File: config.mk
export PLATFORM = sky130hd
export DESIGN_NAME = can_psr_top
export DESIGN_NICKNAME = d
export VERILOG_FILES = /design/src/rtl/can_psr_pkg.sv /design/src/rtl/can_psr_errcode.sv /design/src/rtl/can_psr_flags.sv /design/src/rtl/can_psr_live.sv /design/src/rtl/can_psr_top.sv
export SDC_FILE = /design/constraint.sdc
export NUM_CORES = 1
export LEC_CHECK = 0
export ABC_CLOCK_PERIOD_IN_PS = 1550
export CAP_MARGIN = 20
export CORE_ASPECT_RATIO = 1.25
export CORE_MARGIN = 2
export CORE_UTILIZATION = 26
export CTS_CLUSTER_DIAMETER = 100
export DETAILED_ROUTE_END_ITERATION = 12
export PLACE_DENSITY_LB_ADDON = 0.2
export SLEW_MARGIN = 5
export SYNTH_ARGS = -nofsm -noshare
export SYNTH_HDL_FRONTEND = slang
export SYNTH_SLANG_ARGS = --single-unit
File: constraint.sdc
create_clock -name clk -period 1.55 [get_ports clk]
set_clock_uncertainty 0.15 [all_clocks]
set_input_delay 0.155 -clock clk [delete_from_list [all_inputs] [get_ports clk]]
set_output_delay 0.155 -clock clk [all_outputs]
set_load 0.02 [all_outputs]
File: src/rtl/can_psr_pkg.sv
// Shared widths and error code values for the CAN protocol status unit.
package can_psr_pkg;
    localparam int CODE_W = 3;
    typedef logic [CODE_W-1:0] err_code_t;
    localparam err_code_t EC_NONE  = 3'd0;
    localparam err_code_t EC_BIT0  = 3'd5;
    localparam err_code_t EC_NOCHG = 3'd7;
endpackage

File: src/rtl/can_psr_errcode.sv
// One stored error code field. Priority: load > clear > read reset to 7.
// Assumes load, clr and rd are single-cycle strobes in the core clock domain.
module can_psr_errcode
    import can_psr_pkg::*;
(
    input  logic      clk,
    input  logic      rst_n,
    input  logic      load,
    input  err_code_t load_code,
    input  logic      clr,
    input  logic      rd,
    output err_code_t q
);
    // Update the field with the stated priority.
    always_ff @(posedge clk) begin
        if (!rst_n)      q <= EC_NOCHG;
        else if (load)   q <= load_code;
        else if (clr)    q <= EC_NONE;
        else if (rd)     q <= EC_NOCHG;
    end


    load_wins_chk: assert property (@(posedge clk) disable iff (!rst_n)
        load |=> q == $past(load_code));

    clean_clear_chk: assert property (@(posedge clk) disable iff (!rst_n)
        (clr && !load) |=> q == EC_NONE);

    read_reset_chk: assert property (@(posedge clk) disable iff (!rst_n)
        (rd && !load && !clr) |=> q == EC_NOCHG);
endmodule

File: src/rtl/can_psr_flags.sv
// Clear-on-read event flags: protocol exception, FD received, and the
// BRS and ESI values captured from the last FD frame. A set beats a clear.
module can_psr_flags (
    input  logic clk,
    input  logic rst_n,
    input  logic rd,
    input  logic pxe_set,
    input  logic fd_set,
    input  logic fd_brs,
    input  logic fd_esi,
    output logic pxe_q,
    output logic fd_q,
    output logic brs_q,
    output logic esi_q
);
    // Protocol exception flag.
    always_ff @(posedge clk) begin
        if (!rst_n)       pxe_q <= 1'b0;
        else if (pxe_set) pxe_q <= 1'b1;
        else if (rd)      pxe_q <= 1'b0;
    end

    // FD-received flag and its captured BRS and ESI bits.
    always_ff @(posedge clk) begin
        if (!rst_n) begin
            fd_q  <= 1'b0;
            brs_q <= 1'b0;
            esi_q <= 1'b0;
        end else if (fd_set) begin
            fd_q  <= 1'b1;
            brs_q <= fd_brs;
            esi_q <= fd_esi;
        end else if (rd) begin
            fd_q  <= 1'b0;
            brs_q <= 1'b0;
            esi_q <= 1'b0;
        end
    end


    pxe_set_chk: assert property (@(posedge clk) disable iff (!rst_n)
        pxe_set |=> pxe_q);

    fd_capture_chk: assert property (@(posedge clk) disable iff (!rst_n)
        fd_set |=> fd_q && brs_q == $past(fd_brs) && esi_q == $past(fd_esi));

    fd_rdclr_chk: assert property (@(posedge clk) disable iff (!rst_n)
        (rd && !fd_set) |=> !fd_q && !brs_q && !esi_q);
endmodule

File: src/rtl/can_psr_live.sv
// Error-level decode from the two error counters. Purely combinational,
// so reads have no effect on it. Assumes the counters are stable in the core domain.
module can_psr_live #(
    parameter int CNT_W      = 9,
    parameter int WARN_LIM   = 96,
    parameter int PASSIVE_LIM = 128
) (
    input  logic [CNT_W-1:0] tx_cnt,
    input  logic [CNT_W-1:0] rx_cnt,
    output logic             warn,
    output logic             passive
);
    localparam logic [CNT_W-1:0] WARN_V = CNT_W'(WARN_LIM);
    localparam logic [CNT_W-1:0] PASS_V = CNT_W'(PASSIVE_LIM);

    // Compare each counter against the limits.
    always_comb begin
        warn    = (tx_cnt >= WARN_V) || (rx_cnt >= WARN_V);
        passive = (tx_cnt >= PASS_V) || (rx_cnt >= PASS_V);
    end
endmodule

File: src/rtl/can_psr_top.sv
// CAN protocol status word. Routes engine events to the stored fields and
// assembles the 32-bit read word. rd_data shows the held state; the side
// effects of a read take place on the edge that ends the rd_strobe cycle.
module can_psr_top
    import can_psr_pkg::*;
#(
    parameter int CNT_W = 9
) (
    input  logic             clk,
    input  logic             rst_n,
    input  logic             err_valid,
    input  logic [2:0]       err_code,
    input  logic             err_data_phase,
    input  logic             recov_run11,
    input  logic             ok_valid,
    input  logic             ok_fd,
    input  logic             ok_brs,
    input  logic             fdrx_valid,
    input  logic             fdrx_brs,
    input  logic             fdrx_esi,
    input  logic             pxe_pulse,
    input  logic [CNT_W-1:0] tx_err_cnt,
    input  logic [CNT_W-1:0] rx_err_cnt,
    input  logic             bus_off,
    input  logic [1:0]       activity,
    input  logic [6:0]       tdc_value,
    input  logic             rd_strobe,
    output logic [31:0]      rd_data
);
    logic      lec_load, dlec_load, dlec_clr;
    err_code_t lec_code, lec_q, dlec_q;
    logic      pxe_q, fd_q, brs_q, esi_q, warn, passive;

    // Route errors by phase; a recovery run writes bit0 unless an error coincides.
    always_comb begin
        lec_load  = (err_valid && !err_data_phase) || recov_run11;
        lec_code  = (err_valid && !err_data_phase) ? err_code : EC_BIT0;
        dlec_load = err_valid && err_data_phase;
        dlec_clr  = ok_valid && ok_fd && ok_brs;
    end

    can_psr_errcode u_lec (
        .clk(clk), .rst_n(rst_n), .load(lec_load), .load_code(lec_code),
        .clr(ok_valid), .rd(rd_strobe), .q(lec_q)
    );

    can_psr_errcode u_dlec (
        .clk(clk), .rst_n(rst_n), .load(dlec_load), .load_code(err_code),
        .clr(dlec_clr), .rd(rd_strobe), .q(dlec_q)
    );

    can_psr_flags u_flags (
        .clk(clk), .rst_n(rst_n), .rd(rd_strobe), .pxe_set(pxe_pulse),
        .fd_set(fdrx_valid), .fd_brs(fdrx_brs), .fd_esi(fdrx_esi),
        .pxe_q(pxe_q), .fd_q(fd_q), .brs_q(brs_q), .esi_q(esi_q)
    );

    can_psr_live #(.CNT_W(CNT_W)) u_live (
        .tx_cnt(tx_err_cnt), .rx_cnt(rx_err_cnt), .warn(warn), .passive(passive)
    );

    // Assemble the status word.
    always_comb begin
        rd_data = {9'd0, tdc_value, 1'b0, pxe_q, fd_q, brs_q, esi_q, dlec_q,
                   bus_off, warn, passive, activity, lec_q};
    end


    dlec_phase_chk: assert property (@(posedge clk) disable iff (!rst_n)
        (err_valid && err_data_phase && !recov_run11 && !ok_valid && !rd_strobe)
        |=> $stable(lec_q));

    recov_chk: assert property (@(posedge clk) disable iff (!rst_n)
        (recov_run11 && !err_valid) |=> lec_q == EC_BIT0);
endmodule

After elaboration in Yosys (flattened, before gate mapping)
Cells that the tools add are included.

$lt $le $gt $ge: 4. Muxes and demuxes: 11. Reduce and logical (&&, ||, !) cells: 12.

Operators by type and width (number): 9-bit by 7-bit >= comparator with 1-bit output, second input constant (2); 9-bit by 8-bit >= comparator with 1-bit output, second input constant (2); 3-bit two-way mux (6); 3-bit nonzero test (2); 1-bit two-way mux (5); 1-bit logical AND (4); 2-bit nonzero test (2); 1-bit logical OR (3); 1-bit zero test (1).

Flip-flop bits (word level): 10. Input bits: 44. Output and inout port bits: 32. Logic and storage cells: 33.

Longest topological paths before layout
Word-level depth: 4. Gate-level depth with buffers: 3. Depth with buffers taken out: 2.

Modules after synthesis
From an unflattened synthesis, not the netlist that was laid out.

Cells, all modules: 72. Area total of the unflattened synthesis: 655.6 sq um.

By module, submodules not included: can_psr_top (times used 1, cells an instance 34, area each 250.2 sq um, sequential area each 0.0 sq um); can_psr_errcode (times used 2, cells an instance 12, area each 116.4 sq um, sequential area each 60.1 sq um); can_psr_flags (times used 1, cells an instance 12, area each 151.4 sq um, sequential area each 80.1 sq um); can_psr_live (times used 1, cells an instance 2, area each 21.3 sq um, sequential area each 0.0 sq um).

Least setup slack after synthesis
No wires, ideal clock.

Path type: in2out. Start point: in tx_err_cnt[7]. End point: out rd_data[6]. Arrival: 1081 ps. Required time: 1245 ps. Slack: 164 ps. Stages on the path: 3. Buffers on the path: 1. Path through: or4_4 > a221o_1 > buf_4.

Word-level cells in the longest chain between the ends: 2.

RTL lines: start: declaration (RTL line can_psr_top.sv:22) `input logic [CNT_W-1:0] tx_err_cnt,`; 9-bit by 7-bit >= comparator with 1-bit output (RTL line can_psr_live.sv:18) `warn = (tx_cnt >= WARN_V) || (rx_cnt >= WARN_V);`; 1-bit logical OR (RTL line can_psr_live.sv:18); end: declaration (RTL line can_psr_top.sv:28) `output logic [31:0] rd_data`.

Every way passes these cells.

Worst setup path in the final report
Start point: reg u_dlec.q[1]. End point: out rd_data[9].

RTL lines: start: declaration (RTL line can_psr_errcode.sv:12) `output err_code_t q`; start signal: assignment (RTL line can_psr_errcode.sv:17) `else if (load) q <= load_code;`.

No word-level cell between the ends.

==> flow_summary.ini <==
[status]
status = finished clean

[drt]
routed_wirelength_um = 1410
vias_per_cell = 4.20
ant_nets = 0
drtIter0Drc = 7
wl_per_cell_um = 10.7
drc = 0
firstDrtPassIters = 2
route.vias.total = 555

[power_and_ir_drop]
intPower_mw = 0.520
comb_power_share_pct = 27.2
pwr-share-clk_pct = 32.8
ir_worst_vdd_uv = 359
pwr-share-seq_pct = 40.0
swShare_pct = 26.1
p_per_area_nw_per_um2 = 756
p_sw_mw = 0.184
p_leak_nw = 0.385

[final_layout]
most-common-layout-cells = clkdlybuf4s50_1 (26), conb_1 (10), dfxtp_1 (10)
finalNonFillerCells = 132
stdcell_area_sq_um = 931
diodes = 0
final.fill_count = 245
syn2layout_area_growth_pct = 44.7
drive_gt1_share_pct = 17.2
post-route-util_pct = 38.8
layout_commonest_cell = clkdlybuf4s50_1
fin_nets = 144

[yosys]
synth-seq-cells = 10
synthArstFlopShare_pct = 0
synth_area_per_cell_sq_um = 8.69
synth_top_area_cell = dfxtp_1
ys_seq_area_share_pct = 31.1
synth_edf_count = 0
synth_top_area_share_pct = 31.1
ys_types = 24
synth_ff_type = dfxtp_1
synth_warnings = 0
synth.top_cells.by_area = dfxtp_1 (31%), buf_4 (30%), o211ai_1 (3.5%)
syn_area_sq_um = 643
syn_inst = 74

[global_route]
grt_max_degree = 10
grt_pass1_vias = 523
overflow = 0
grt.total_usage_pct = 10.2
antenna_found_initial = 0
grt_pass1_wl_um = 2290

[critical_path]
critical_path_peak_fanout = 2
path_class = reg -> out
crit_chain = clkdlybuf4s50_1
crit_buf_inv = 1
cp_slowest_cell = clkdlybuf4s50_1
end_kind = primary output
slowest_delay_ns = 0.60
path_delay_family = buffers and inverters
worst_setup_path_start_kind = flop
arrival_ns = 1.20
cp.required_ns = 1.24

[cts]
clock_sinks = 10
cts_tree = done
htree_levels = 1
clk_path_buf_depth = 2
clk_pin_slew_ns = 0.06
clk_latency_ns = 0.26
numCtsBuffers = 3
clock-root-buffer = clkbuf_4
cts_setup_buffers = 0

[floorplanning]
core_sq_um = 2400
io_pins = 76
die_area_sq_um = 2890
die_x_um = 48.5
rows = 20
start_util_pct = 26.8
die_h_um = 59.6

[placement]
dp_cells = 128
dpl_cell_area_sq_um = 902
place_hpwl_um = 1170
port_buffers = 35
place_congestion = 0.646

[hold_path]
hold_class = in -> out

[timing]
hold_violations = 0
setup_viol = 0
drv_slew = 0
period_share_pct = 96.9
rsz0062_at_grt = false
post-route-min-period_ns = 1.50
max_freq_mhz = 666
holdWs_ns = 0.160

[flow_run]
maxCapViolCount = 0
==> synth_stat cells (all sizes together) (2+ instances only) <==
cell,n
buf,27
dfxtp,10
nor2,4
nand3,3
nor2b,3
o211ai,3
a21oi,2
a31oi,2
nand2,2
nor4bb,2
o21a,2
o21bai,2
or3b,2
==> stage by stage <==
stage          power (mW)  setup WS (ns)  TNS (ns)
3_3_place_gp        0.485         -0.634     -1.03
4_1_cts             0.719       0.000670         0
2_1_floorplan       0.436          0.164         0
5_1_grt             0.741        0.00653         0
3_5_place_dp        0.486         -0.647     -1.06
6_report            0.704         0.0481         0
==> sequential cells by signal, indices dropped and copies added (netlist names) <==
name,count
u_dlec.q,3
u_flags.brs_q,1
u_flags.esi_q,1
u_flags.fd_q,1
u_flags.pxe_q,1
u_lec.q,3
==> worst reg2reg max path: stages, from the launching register on <==
cell and delay (ns):
dfxtp_1 0.31, or2_2 0.29, a311o_1 0.30
==> metal layers <==
metal	vias to the layer above	global-route usage, %	share of wire (%)
li1	271	-	-
met1	247	10.6	39
met2	35	17.9	47
met3	2	3.79	13
met4	0	5.71	0.85
met5	-	0	0
==> worst paths after layout <==
kind,cells past startpoint,endpoint,startpoint,slack [ns]
max,1,rd_data[9],u_dlec.q[1]$_SDFFE_PN1P_,0.05
min,0,rd_data[17],tdc_value[1],0.16
max reg2reg,2,u_lec.q[1]$_SDFFE_PN1P_,u_lec.q[1]$_SDFFE_PN1P_,0.39
min reg2reg,2,u_dlec.q[1]$_SDFFE_PN1P_,u_dlec.q[1]$_SDFFE_PN1P_,0.39
==> final cells by class <==
cell class,instances,area [sq um],share of cell area [%]
repair buffers,40,380,40.9
clock buffers,4,36.3,3.90
well taps,33,41.3,4.44
inverters,1,3.75,0.403
multi-input cells,44,269,28.9
flip-flops and latches,10,200,21.5
==> logic make-up (layout without fill, tap and decap cells) <==
kind of cell / count (synthesis) / count (layout) / synth area share (%)
buffers and inverters: 29 / 45 / 32.3
and+or+nand+nor: 20 / 20 / 19.7
AOI/OAI and AO/OA: 14 / 14 / 16.3
DFF: 10 / 10 / 31.1
other: 1 / 10 / 0.583
==> power groups by stage <==
| stage | logic (mW) | clock network, mW | registers, mW |
|---|---|---|---|
| floorplan | 0.136 | 0 | 0.300 |
| global route | 0.207 | 0.252 | 0.283 |
| detailed placement | 0.198 | 0 | 0.288 |
| finish | 0.191 | 0.231 | 0.282 |
| CTS | 0.195 | 0.242 | 0.282 |
| global placement | 0.198 | 0 | 0.288 |
==> repair_timing <==
item | 4_1_cts | 5_1_grt
hold buffers | 0 | 0
pin swaps | 1 | 1
resized for setup | 15 | 6
endpoints found under the setup margin | 2 | 4
No activity file was read; power rests on OpenSTA's default activity.
